--- src/rtl/ps2h_pkg.sv ---
package ps2h_pkg;

   localparam int BYTE_W = 8;

   typedef enum logic [1:0] {
      RI_IDENT = 2'd0,
      RI_DATA  = 2'd1,
      RI_CTRL  = 2'd2,
      RI_STAT  = 2'd3
   } reg_idx_e;

   localparam int CTL_ENABLE = 0;
   localparam int CTL_LOOP   = 1;
   localparam int CTL_DIAG   = 5;
   localparam int CTL_DDIR   = 6;
   localparam int CTL_CDIR   = 7;

   localparam int ST_RXNE    = 0;
   localparam int ST_TXBUSY  = 1;
   localparam int ST_TXERR   = 2;
   localparam int ST_PARERR  = 3;
   localparam int ST_ANYPEND = 4;
   localparam int ST_DLINE   = 6;
   localparam int ST_CLINE   = 7;

endpackage

--- src/rtl/ps2h_rx_queue.sv ---
module ps2h_rx_queue #(
   parameter int WIDTH = 8,
   parameter int DEPTH = 16
) (
   input  logic             clk,
   input  logic             rst,
   input  logic             in_valid,
   input  logic [WIDTH-1:0] in_data,
   output logic             in_ready,
   input  logic             pop,
   output logic             out_valid,
   output logic [WIDTH-1:0] out_data
);
   localparam int AW = $clog2(DEPTH);
   localparam int CW = AW + 1;

   generate
      if (DEPTH < 2 || (DEPTH & (DEPTH - 1)) != 0) begin : g_bad_depth
         $error("ps2h_rx_queue: DEPTH must be a power of two and at least 2");
      end
      if (WIDTH < 1) begin : g_bad_width
         $error("ps2h_rx_queue: WIDTH must be positive");
      end
   endgenerate

   logic [WIDTH-1:0] mem [DEPTH];
   logic [AW-1:0]    wr_ptr, rd_ptr;
   logic [CW-1:0]    count;
   logic             do_push, do_pop;

   assign in_ready  = (count != CW'(DEPTH));
   assign out_valid = (count != '0);
   assign out_data  = mem[rd_ptr];
   assign do_push   = in_valid && in_ready;
   assign do_pop    = pop && out_valid;

   always_ff @(posedge clk) begin
      if (do_push) mem[wr_ptr] <= in_data;
   end

   always_ff @(posedge clk) begin
      if (rst) begin
         wr_ptr <= '0;
         rd_ptr <= '0;
         count  <= '0;
      end else begin
         if (do_push) wr_ptr <= wr_ptr + 1'b1;
         if (do_pop)  rd_ptr <= rd_ptr + 1'b1;
         case ({do_push, do_pop})
            2'b10:   count <= count + 1'b1;
            2'b01:   count <= count - 1'b1;
            default: count <= count;
         endcase
      end
   end

   p_no_overflow_r8: assert property (@(posedge clk) disable iff (rst)
      count <= CW'(DEPTH));
   p_full_refuses_r8: assert property (@(posedge clk) disable iff (rst)
      (in_valid && !in_ready && !pop) |=> (count == CW'(DEPTH)));
   p_empty_pop_r7: assert property (@(posedge clk) disable iff (rst)
      (pop && !out_valid && !in_valid) |=> !out_valid);

endmodule

--- src/rtl/ps2h_status.sv ---
module ps2h_status
   import ps2h_pkg::*;
(
   input  logic [BYTE_W-1:0] ctrl,
   input  logic              rx_not_empty,
   input  logic              any_pend,
   output logic [BYTE_W-1:0] status
);
   logic diag;

   assign diag = ctrl[CTL_DIAG];

   always_comb begin
      status              = '0;
      status[ST_RXNE]     = rx_not_empty;
      status[ST_TXBUSY]   = 1'b0;
      status[ST_TXERR]    = 1'b0;
      status[ST_PARERR]   = 1'b0;
      status[ST_ANYPEND]  = any_pend;
      status[ST_DLINE]    = !(diag && !ctrl[CTL_DDIR]);
      status[ST_CLINE]    = !(diag && !ctrl[CTL_CDIR]);
   end

endmodule

--- src/rtl/ps2h_port.sv ---
module ps2h_port
   import ps2h_pkg::*;
#(
   parameter int PORT_ID  = 0,
   parameter int Q_DEPTH  = 16
) (
   input  logic              clk,
   input  logic              rst,
   input  logic              sel,
   input  logic              wr,
   input  logic              rd,
   input  logic [1:0]        reg_idx,
   input  logic [BYTE_W-1:0] wdata,
   output logic [BYTE_W-1:0] rdata,
   input  logic              any_pend,
   output logic              pend,
   output logic              tx_valid,
   output logic [BYTE_W-1:0] tx_data,
   input  logic              tx_ready,
   input  logic              rx_valid,
   input  logic [BYTE_W-1:0] rx_data,
   output logic              rx_ready
);
   generate
      if (PORT_ID < 0 || PORT_ID > 255) begin : g_bad_id
         $error("ps2h_port: PORT_ID must fit in one byte");
      end
   endgenerate

   logic [BYTE_W-1:0] ctrl_q;
   logic [BYTE_W-1:0] lb_byte_q;
   logic              lb_ready_q;
   logic              loop;
   logic              wr_data, wr_ctrl, rd_data, rd_any;
   logic              q_valid, q_pop;
   logic [BYTE_W-1:0] q_head;
   logic [BYTE_W-1:0] status;
   logic              rxne;
   logic [BYTE_W-1:0] rd_value;

   assign loop    = ctrl_q[CTL_LOOP];
   assign wr_data = sel && wr && (reg_idx == RI_DATA);
   assign wr_ctrl = sel && wr && (reg_idx == RI_CTRL);
   assign rd_any  = sel && rd;
   assign rd_data = rd_any && (reg_idx == RI_DATA);
   assign q_pop   = rd_data && !loop;
   assign rxne    = loop ? lb_ready_q : q_valid;
   assign pend    = rxne;

   ps2h_rx_queue #(.WIDTH(BYTE_W), .DEPTH(Q_DEPTH)) u_rxq (
      .clk       (clk),
      .rst       (rst),
      .in_valid  (rx_valid),
      .in_data   (rx_data),
      .in_ready  (rx_ready),
      .pop       (q_pop),
      .out_valid (q_valid),
      .out_data  (q_head)
   );

   ps2h_status u_stat (
      .ctrl         (ctrl_q),
      .rx_not_empty (rxne),
      .any_pend     (any_pend),
      .status       (status)
   );

   always_ff @(posedge clk) begin
      if (rst) ctrl_q <= '0;
      else if (wr_ctrl) ctrl_q <= wdata;
   end

   always_ff @(posedge clk) begin
      if (rst) begin
         lb_byte_q  <= '0;
         lb_ready_q <= 1'b0;
      end else if (wr_data && loop) begin
         lb_byte_q  <= wdata;
         lb_ready_q <= 1'b1;
      end else if (rd_data && loop) begin
         lb_ready_q <= 1'b0;
      end
   end

   always_ff @(posedge clk) begin
      if (rst) begin
         tx_valid <= 1'b0;
         tx_data  <= '0;
      end else if (wr_data && !loop) begin
         tx_valid <= 1'b1;
         tx_data  <= wdata;
      end else if (tx_ready) begin
         tx_valid <= 1'b0;
      end
   end

   always_comb begin
      unique case (reg_idx_e'(reg_idx))
         RI_IDENT: rd_value = BYTE_W'(PORT_ID);
         RI_DATA:  rd_value = loop ? lb_byte_q : (q_valid ? q_head : '0);
         RI_CTRL:  rd_value = ctrl_q;
         RI_STAT:  rd_value = status;
         default:  rd_value = '0;
      endcase
   end

   always_ff @(posedge clk) begin
      if (rst) rdata <= '0;
      else if (rd_any) rdata <= rd_value;
   end

   p_tx_hold_r6: assert property (@(posedge clk) disable iff (rst)
      (tx_valid && !tx_ready && !wr_data) |=> (tx_valid && $stable(tx_data)));
   p_loop_no_tx_r4: assert property (@(posedge clk) disable iff (rst)
      (wr_data && loop && !tx_valid) |=> !tx_valid);
   p_loop_raise_r4: assert property (@(posedge clk) disable iff (rst)
      (wr_data && loop) |=> pend);
   p_loop_drop_r5: assert property (@(posedge clk) disable iff (rst)
      (rd_data && loop && !wr) |=> !pend);
   p_fixed_zero_r11: assert property (@(posedge clk) disable iff (rst)
      (rd_any && reg_idx == RI_STAT) |=> (rdata[3:1] == 3'b000));
   p_lines_default_r9: assert property (@(posedge clk) disable iff (rst)
      (rd_any && reg_idx == RI_STAT && !ctrl_q[CTL_DIAG]) |=> (rdata[7:6] == 2'b11));

endmodule

--- src/rtl/ps2h_pair.sv ---
module ps2h_pair
   import ps2h_pkg::*;
#(
   parameter int N_PORTS    = 2,
   parameter int PORT_SHIFT = 8,
   parameter int ADDR_W     = 9,
   parameter int Q_DEPTH    = 16
) (
   input  logic                      clk,
   input  logic                      rst,
   input  logic [ADDR_W-1:0]         bus_addr,
   input  logic                      bus_wr,
   input  logic [7:0]                bus_wdata,
   input  logic                      bus_rd,
   output logic [7:0]                bus_rdata,
   output logic [N_PORTS-1:0]        dev_tx_valid,
   output logic [8*N_PORTS-1:0]      dev_tx_data,
   input  logic [N_PORTS-1:0]        dev_tx_ready,
   input  logic [N_PORTS-1:0]        dev_rx_valid,
   input  logic [8*N_PORTS-1:0]      dev_rx_data,
   output logic [N_PORTS-1:0]        dev_rx_ready,
   output logic                      irq
);
   localparam int SEL_W = (N_PORTS > 1) ? $clog2(N_PORTS) : 1;

   generate
      if (N_PORTS < 2) begin : g_bad_ports
         $error("ps2h_pair: N_PORTS must be at least 2");
      end
      if (PORT_SHIFT < 4) begin : g_bad_shift
         $error("ps2h_pair: port select must sit above the register field");
      end
      if (ADDR_W < PORT_SHIFT + SEL_W) begin : g_bad_addr
         $error("ps2h_pair: ADDR_W too narrow for the port select");
      end
   endgenerate

   logic [SEL_W-1:0]  port_idx;
   logic [SEL_W-1:0]  rd_port_q;
   logic [1:0]        reg_idx;
   logic [N_PORTS-1:0] pend;
   logic              any_pend;
   logic [7:0]        port_rdata [N_PORTS];

   assign port_idx = bus_addr[PORT_SHIFT +: SEL_W];
   assign reg_idx  = bus_addr[3:2];
   assign any_pend = |pend;
   assign irq      = any_pend;

   genvar gi;
   generate
      for (gi = 0; gi < N_PORTS; gi++) begin : g_port
         ps2h_port #(.PORT_ID(gi), .Q_DEPTH(Q_DEPTH)) u_port (
            .clk      (clk),
            .rst      (rst),
            .sel      (port_idx == SEL_W'(gi)),
            .wr       (bus_wr),
            .rd       (bus_rd),
            .reg_idx  (reg_idx),
            .wdata    (bus_wdata),
            .rdata    (port_rdata[gi]),
            .any_pend (any_pend),
            .pend     (pend[gi]),
            .tx_valid (dev_tx_valid[gi]),
            .tx_data  (dev_tx_data[8*gi +: 8]),
            .tx_ready (dev_tx_ready[gi]),
            .rx_valid (dev_rx_valid[gi]),
            .rx_data  (dev_rx_data[8*gi +: 8]),
            .rx_ready (dev_rx_ready[gi])
         );
      end
   endgenerate

   always_ff @(posedge clk) begin
      if (rst) rd_port_q <= '0;
      else if (bus_rd) rd_port_q <= port_idx;
   end

   always_comb begin
      bus_rdata = '0;
      for (int i = 0; i < N_PORTS; i++) begin
         if (rd_port_q == SEL_W'(i)) bus_rdata = port_rdata[i];
      end
   end

   p_irq_after_reset_r1: assert property (@(posedge clk)
      $past(rst) |-> !irq);
   p_rx_pend_r10: assert property (@(posedge clk) disable iff (rst)
      (dev_rx_valid[0] && dev_rx_ready[0] && !g_port[0].u_port.ctrl_q[CTL_LOOP]
       && !bus_rd && !bus_wr) |=> irq);

endmodule

--- config.mk ---
export PLATFORM = sky130hd
export DESIGN_NAME = ps2h_pair
export DESIGN_NICKNAME = d
export VERILOG_FILES = /design/src/rtl/ps2h_pkg.sv /design/src/rtl/ps2h_rx_queue.sv /design/src/rtl/ps2h_status.sv /design/src/rtl/ps2h_port.sv /design/src/rtl/ps2h_pair.sv
export SDC_FILE = /design/constraint.sdc
export NUM_CORES = 1
export LEC_CHECK = 0
export ABC_AREA = 1
export BUFFER_PORTS_ARGS = -buffer_cell sky130_fd_sc_hd__buf_2
export CELL_PAD_IN_SITES_DETAIL_PLACEMENT = 1
export CELL_PAD_IN_SITES_GLOBAL_PLACEMENT = 2
export CORE_MARGIN = 3
export CORE_UTILIZATION = 41
export DETAILED_ROUTE_END_ITERATION = 12
export PLACE_DENSITY = 0.8
export SLEW_MARGIN = 25
export SYNTH_ARGS = -nofsm -noshare
export SYNTH_HDL_FRONTEND = slang
export SYNTH_HIERARCHICAL = 1
export SYNTH_SLANG_ARGS = --single-unit
--- constraint.sdc ---
create_clock -name clk -period 2.91 [get_ports clk]
set_input_delay 0.1455 -clock clk [delete_from_list [all_inputs] [get_ports clk]]
set_output_delay 0.1455 -clock clk [all_outputs]
set_load 0.02 [all_outputs]
Word level (Yosys, flattened, before mapping). Memory sizes are Yosys's and may differ from the RTL's. A register that Yosys moved wholly into a read port is not among the register bits. Cells that the tools add are included.

$add $sub $neg: 8. $mul: 0. Div/mod/pow operators: 0. Magnitude comparators: 0. Equal/unequal tests: 9. Shift-type cells: 0. Multiplexer cells: 27. Bitwise gates (word level): 1. Reduce and logical (&&, ||, !) cells: 46.

Operators by type and width (number): 8-bit one-hot mux with 4 select lines (2); 8-bit 2-to-1 mux (5); 1-bit logical AND (26); 5-bit one-hot mux with 2 select lines (2); 4-bit by 1-bit adder with 4-bit output (second input constant) (4); 4-bit 2-to-1 mux (4); 1-bit 2-to-1 mux (14); 2-bit nonzero test (6); 5-bit by 1-bit adder with 5-bit output (second input constant) (2); 1-bit logical NOT (10); 5-bit != test (second input constant) (2); 5-bit nonzero test (2); 5-bit by 1-bit subtractor with 5-bit output (second input constant) (2); 2-bit equality test (second input constant) (4); 2-bit by 1-bit equality test with 1-bit output (second input constant) (3); 2-bit logical NOT (1); 2-bit OR reduction (1); 1-bit NOT (1).

Register bits: 95. Latch bits: 0. Memory bits (writable): 256. Bits in read-only memories: 0. Output and inout port bits: 29. Memories: 2.

Memories: g_port[0].u_port.u_rxq.mem (words 16, width 8, rd ports 1, clocked after memory_dff 1, wr ports 1, RTL line ps2h_rx_queue.sv:26) `logic [WIDTH-1:0] mem [DEPTH];`; g_port[1].u_port.u_rxq.mem (words 16, width 8, rd ports 1, clocked after memory_dff 1, wr ports 1, RTL line ps2h_rx_queue.sv:26).

Longest topological paths before layout.
Word-level depth: 7. Mapped depth: 17. Gate-level depth less buffers: 16.

Cells and area by module. The synthesis kept the hierarchy.

By module, submodules not included: ps2h_rx_queue (instances 2, cells each 476, area an instance 6133.4 um2, sequential area each 4184.0 um2); ps2h_port at g_port[0].u_port (instances 1, cells each 237, area an instance 1632.8 um2, sequential area each 680.7 um2); ps2h_port at g_port[1].u_port (instances 1, cells each 239, area an instance 1614.0 um2, sequential area each 680.7 um2); ps2h_pair (instances 1, cells each 33, area an instance 160.2 um2, sequential area each 20.0 um2); ps2h_status (instances 2, cells each 11, area an instance 63.8 um2, sequential area each 0.0 um2).

Worst setup path after synthesis. No wires, ideal clock.

Path type: register to register. From: reg g_port[1].u_port.ctrl_q[1]. To: reg g_port[1].u_port.u_rxq.count[4]. Setup time: 109 ps. Arrival time: 2134 ps. Slack: 667 ps. Cell stages (with the launch flop): 15. Path buffers: 2. Period minus slack after synthesis: 2243 ps. Cell sequence: dfxtp_1 buf_2 buf_1 nor3_1 nand2_4 inv_6 ha_1 xor2_1 inv_1 nor2_2 nand2_2 nand3_1 nand3_1 nand2_1 inv_1.

Longest elaborated chain between the ends: 5.

Ends and longest elaborated chain: start: declaration (RTL line ps2h_port.sv:30) `logic [BYTE_W-1:0] ctrl_q;`; start signal: assignment (RTL line ps2h_port.sv:70) `else if (wr_ctrl) ctrl_q <= wdata;`; 1-bit logical NOT (*) (RTL line ps2h_port.sv:46) `assign q_pop = rd_data && !loop;`; 1-bit logical AND (*) (RTL line ps2h_port.sv:46); net g_port[1].u_port.q_pop (RTL line ps2h_port.sv:35) `logic q_valid, q_pop;`; 1-bit logical AND (*) (RTL line ps2h_rx_queue.sv:35) `assign do_pop = pop && out_valid;`; net g_port[1].u_port.u_rxq.do_pop (RTL line ps2h_rx_queue.sv:29) `logic do_push, do_pop;`; 2-bit by 1-bit equality test with 1-bit output or 2-bit equality test (tied branches) (RTL line ps2h_rx_queue.sv:49) `case ({do_push, do_pop})`; 5-bit one-hot mux with 2 select lines or 2-bit nonzero test (tied branches); end signal: assignment (RTL line ps2h_rx_queue.sv:50) `2'b10: count <= count + 1'b1;`; end signal: assignment (RTL line ps2h_rx_queue.sv:51) `2'b01: count <= count - 1'b1;`; end signal: assignment (RTL line ps2h_rx_queue.sv:52) `default: count <= count;`; end: declaration (RTL line ps2h_rx_queue.sv:28) `logic [CW-1:0] count;`.

The timed path passes the listed nets; every way through them passes the cells marked *. A chain may end at the register's enable or synchronous reset.

Worst setup path after layout.
From: reg g_port[0].u_port.u_rxq.count[0]. To: reg g_port[0].u_port.u_rxq.count[4].

Longest elaborated chain between the ends: 4.

Ends and longest elaborated chain: start: declaration (RTL line ps2h_rx_queue.sv:28); start signal: assignment (RTL line ps2h_rx_queue.sv:50); start signal: assignment (RTL line ps2h_rx_queue.sv:51); start signal: assignment (RTL line ps2h_rx_queue.sv:52); 5-bit nonzero test (*) (RTL line ps2h_rx_queue.sv:32) `assign out_valid = (count != '0);`; net g_port[0].u_port.q_valid (RTL line ps2h_port.sv:35); 1-bit logical AND (*) (RTL line ps2h_rx_queue.sv:35); net g_port[0].u_port.u_rxq.do_pop (RTL line ps2h_rx_queue.sv:29); 2-bit by 1-bit equality test with 1-bit output or 2-bit equality test (tied branches) (RTL line ps2h_rx_queue.sv:49); 5-bit one-hot mux with 2 select lines or 2-bit nonzero test (tied branches).

Marks and branches as above.

==> results.sh <==
export IMPL_status="finished clean"
export IMPL_placed_area_sq_um=16600
export IMPL_postLayoutCellArea_sq_um=18000
export IMPL_track_usage_pct=20.1
export IMPL_cp_num_buf_inv=3
export IMPL_area_delta_synth_final_pct=13.7
export IMPL_comb_power_share_pct=8.9
export IMPL_drv_cap=0
export IMPL_hold_path_startpoint="bus_wdata[5]"
export IMPL_min_period_ns=2.34
export IMPL_place_congestion=0.791
export IMPL_grt_pass1_vias=11400
export IMPL_fin_util_pct=47.5
export IMPL_rows=71
export IMPL_start_util_pct=41.8
export IMPL_grt_max_degree=64
export IMPL_synth_edff_count=256
export IMPL_reg2reg_from="g_port[0].u_port/u_rxq/count[0]$_SDFFE_PP0P_"
export IMPL_drtIter0Drc=586
export IMPL_dp_cells=2004
export IMPL_synth_mux_area_share_pct=4.05
export IMPL_synth_seq_cells=359
export IMPL_power_density_nw_per_um2=641
export IMPL_fp_dieH_um=202
export IMPL_final_antenna_net_count=0
export IMPL_startpoint_type="register"
export IMPL_grt_overflow_total=0
export IMPL_dp_hpwl_um=26900
export IMPL_first_pass_iters=5
export IMPL_io_pins=70
export IMPL_rsz0062_at_grt="false"
export IMPL_cp_max_fo=10
export IMPL_synth_xor_area_share_pct=0.554
export IMPL_finalCritPeriodShare_pct=80.5
export IMPL_synth_async_reset_ratio_pct=0
export IMPL_vdd_drop_max_uv=610
export IMPL_r2r_slack_ns=0.57
export IMPL_ys_flop_type="edfxtp_1"
export IMPL_setup_viol=0
export IMPL_layout_drive_gt1_share_pct=12.7
export IMPL_cpMaxStageDelayCell="dfxtp_1"
export IMPL_crit_family="simple AND/OR/NAND/NOR gates"
export IMPL_synth_area_sq_um=15800
export IMPL_htree_levels=2
export IMPL_portBuffers=63
export IMPL_switchingPower_mw=2.81
export IMPL_drc_errors=0
export IMPL_die_w_um=202
export IMPL_end_kind="register"
export IMPL_instances_no_fill=2093
export IMPL_coreArea_sq_um=37800
export IMPL_fin_skew_ns=0.0203
export IMPL_p_clk_share_pct=41.9
export IMPL_crit_type="reg2reg"
export IMPL_p_int_mw=8.70
export IMPL_cts_resized_gates=0
export IMPL_p_leak_nw=6.58
export IMPL_cts_buffers=40
export IMPL_pwr_share_seq_pct=49.2
export IMPL_hold_ws_ns=0.0246
export IMPL_cts_tree="built"
export IMPL_hold_class="in2reg"
export IMPL_cts_setup_buffers=0
export IMPL_crit_start="g_port[0].u_port/u_rxq/count[0]$_SDFFE_PP0P_"
export IMPL_cts_path_max_buffers=3
export IMPL_numClockSinks=359
export IMPL_fin_tns_setup_ns=0
export IMPL_synthAdderAreaFrac_pct=1.27
export IMPL_clkLatencyLatePin_ns=0.56
export IMPL_cts_root_buf="clkbuf_16"
export IMPL_grt_pass1_wl_um=64400
export IMPL_via_count=10900
export IMPL_antenna_cells=0
export IMPL_dieArea_sq_um=40900
export IMPL_viasPerCell=5.22
export IMPL_dp_slack_ns=0.409
export IMPL_power_total_mw=11.5
export IMPL_arrival_ns=2.78
export IMPL_synth_compound_area_share_pct=10.9
export IMPL_wl_per_cell_um=19.9
export IMPL_slew_headroom_pct=40.8
export IMPL_synth_distinct_cells=41
export IMPL_ys_seq_area_share_pct=61.7
export IMPL_synth_simple_area_share_pct=14.4
export IMPL_yosys_warnings=6
export IMPL_critPathRequiredTime_ns=3.35
export IMPL_slew_violations=0
export IMPL_crit_chain="nor2_2 > nand3_2 > nand2_4 > inv_6 > ha_1 > ha_1 > inv_1 > nor2_2 > nand2_2 > nand3_1 > nand3_1 > nand2_1 > inv_1"
export IMPL_synth_top_family_by_area="simple AND/OR/NAND/NOR gates"
export IMPL_routed_wl_um=41700
export IMPL_path_clk_slew_ns=0.06
export IMPL_p_sw_share_pct=24.4
export IMPL_avgSynthCellArea_sq_um=10.7
export IMPL_nets=1610
export IMPL_synthCells=1483
export IMPL_antenna_found_initial=0
export IMPL_worst_pin_slew_ns=0.885
export IMPL_worst_slack_ns=0.566
export IMPL_slowest_delay_ns=0.35
export IMPL_hold_viol=0
export IMPL_fmax_ghz=0.427
power by group through the flow:
stage                     clock network, mW  registers [mW]  logic (mW)
after floorplan                           0            5.75       0.684
after global placement                    0            5.77       0.982
after detailed placement                  0            5.78        1.01
after CTS                              4.95            5.67        1.03
after global routing                   5.15            5.68        1.14
final                                  4.82            5.67        1.02
worst paths after layout:
kind              cells past startpoint                                           end
setup reg to reg                     13  g_port[0].u_port/u_rxq/count[4]$_SDFFE_PP0P_
hold reg to reg                       2    g_port[1].u_port/lb_byte_q[0]$_SDFFE_PP0P_
setup / recovery                     13  g_port[0].u_port/u_rxq/count[4]$_SDFFE_PP0P_
hold / removal                        3      g_port[1].u_port/tx_data[5]$_SDFFE_PP0P_
placed cells by master, fill, tap and decap left out, types with 4 or more instances in the layout:
cell type      instances
edfxtp_1             256
nand2_1              231
inv_1                151
a21oi_1              128
nand3_1              115
dfxtp_1              101
o21ai_0               91
nor2_1                69
mux2i_1               64
o211ai_1              64
buf_2                 62
clkbuf_16             41
buf_4                 26
dlygate4sd3_1         18
nor3b_1               16
ha_1                  16
nand2_2               11
clkbuf_1              10
nand2_4                8
xor2_1                 8
conb_1                 8
inv_2                  7
a211oi_1               7
clkinv_1               6
nor3_1                 6
nor2_2                 6
nand3_2                6
nand4_1                6
clkbuf_8               5
inv_6                  4
clkinv_2               4
nor4_1                 4
buf_12                 4
registers in the layout, summed over array words and instances (netlist names), named ones only:
name / cells
g_port.u_port/u_rxq/rd_ptr: 8
rd_port_q: 1
g_port.u_port/tx_valid: 2
g_port.u_port/rdata: 16
g_port.u_port/lb_ready_q: 2
g_port.u_port/tx_data: 16
g_port.u_port/ctrl_q: 16
g_port.u_port/u_rxq/mem: 256
g_port.u_port/lb_byte_q: 16
g_port.u_port/u_rxq/count: 10
g_port.u_port/u_rxq/wr_ptr: 8
synth_stat cells, types with 3 or more instances:
library cell / n / area [sq um]
edfxtp_1: 256 / 7690
nand2_1: 231 / 867
inv_1: 151 / 567
a21oi_1: 128 / 641
nand3_1: 115 / 576
dfxtp_1: 103 / 2060
o21ai_0: 91 / 455
nor2_1: 69 / 259
mux2i_1: 64 / 641
o211ai_1: 64 / 480
clkbuf_1: 37 / 139
buf_2: 21 / 105
buf_4: 18 / 135
ha_1: 16 / 200
nor3b_1: 16 / 120
nand2_2: 11 / 68.8
buf_6: 9 / 101
nand2_4: 8 / 90.1
xor2_1: 8 / 70.1
a211oi_1: 7 / 52.6
inv_2: 7 / 26.3
nand3_2: 6 / 60.1
nand4_1: 6 / 37.5
nor2_2: 6 / 37.5
nor3_1: 6 / 30.0
nor4_1: 4 / 25.0
o21ai_1: 3 / 15.0
area by class of cell:
| class | count | area, sq um |
|---|---|---|
| Fill cell | 4177 | 19900 |
| Sequential cell | 359 | 9760 |
| Multi-Input combinational cell | 881 | 4950 |
| Clock buffer | 56 | 1130 |
| Timing Repair Buffer | 110 | 766 |
| Tap cell | 511 | 639 |
| Inverter | 161 | 617 |
| Clock inverter | 15 | 106 |
worst reg2reg max path: stages, from the launching register on:
cell,delay [ns]
dfxtp_1,0.35
nor2_2,0.18
nand3_2,0.29
nand2_4,0.22
inv_6,0.07
ha_1,0.27
ha_1,0.35
inv_1,0.08
nor2_2,0.11
nand2_2,0.06
nand3_1,0.08
nand3_1,0.08
nand2_1,0.06
inv_1,0.04
layer usage:
layer,global-route usage (%),vias up,part of all wire (%)
met5,0,-,0
met4,5.99,0,2.5
met3,2.85,63,3.5
met2,33.0,171,47
met1,27.8,5418,47
li1,-,5269,-
kinds of logic after synthesis:
logic type | after synthesis
buf+inv | 249
other cells | 2
flops | 359
compound gates | 298
fa+ha+maj | 16
simple gates | 485
xor+xnor | 10
mux | 64
timing repair:
| item | in CTS | in global routing |
|---|---|---|
| setup endpoints to repair | 0 | 0 |
| hold buffers | 18 | 0 |
| hold endpoints to repair | 103 | 0 |
No activity file was read; power rests on OpenSTA's default activity.
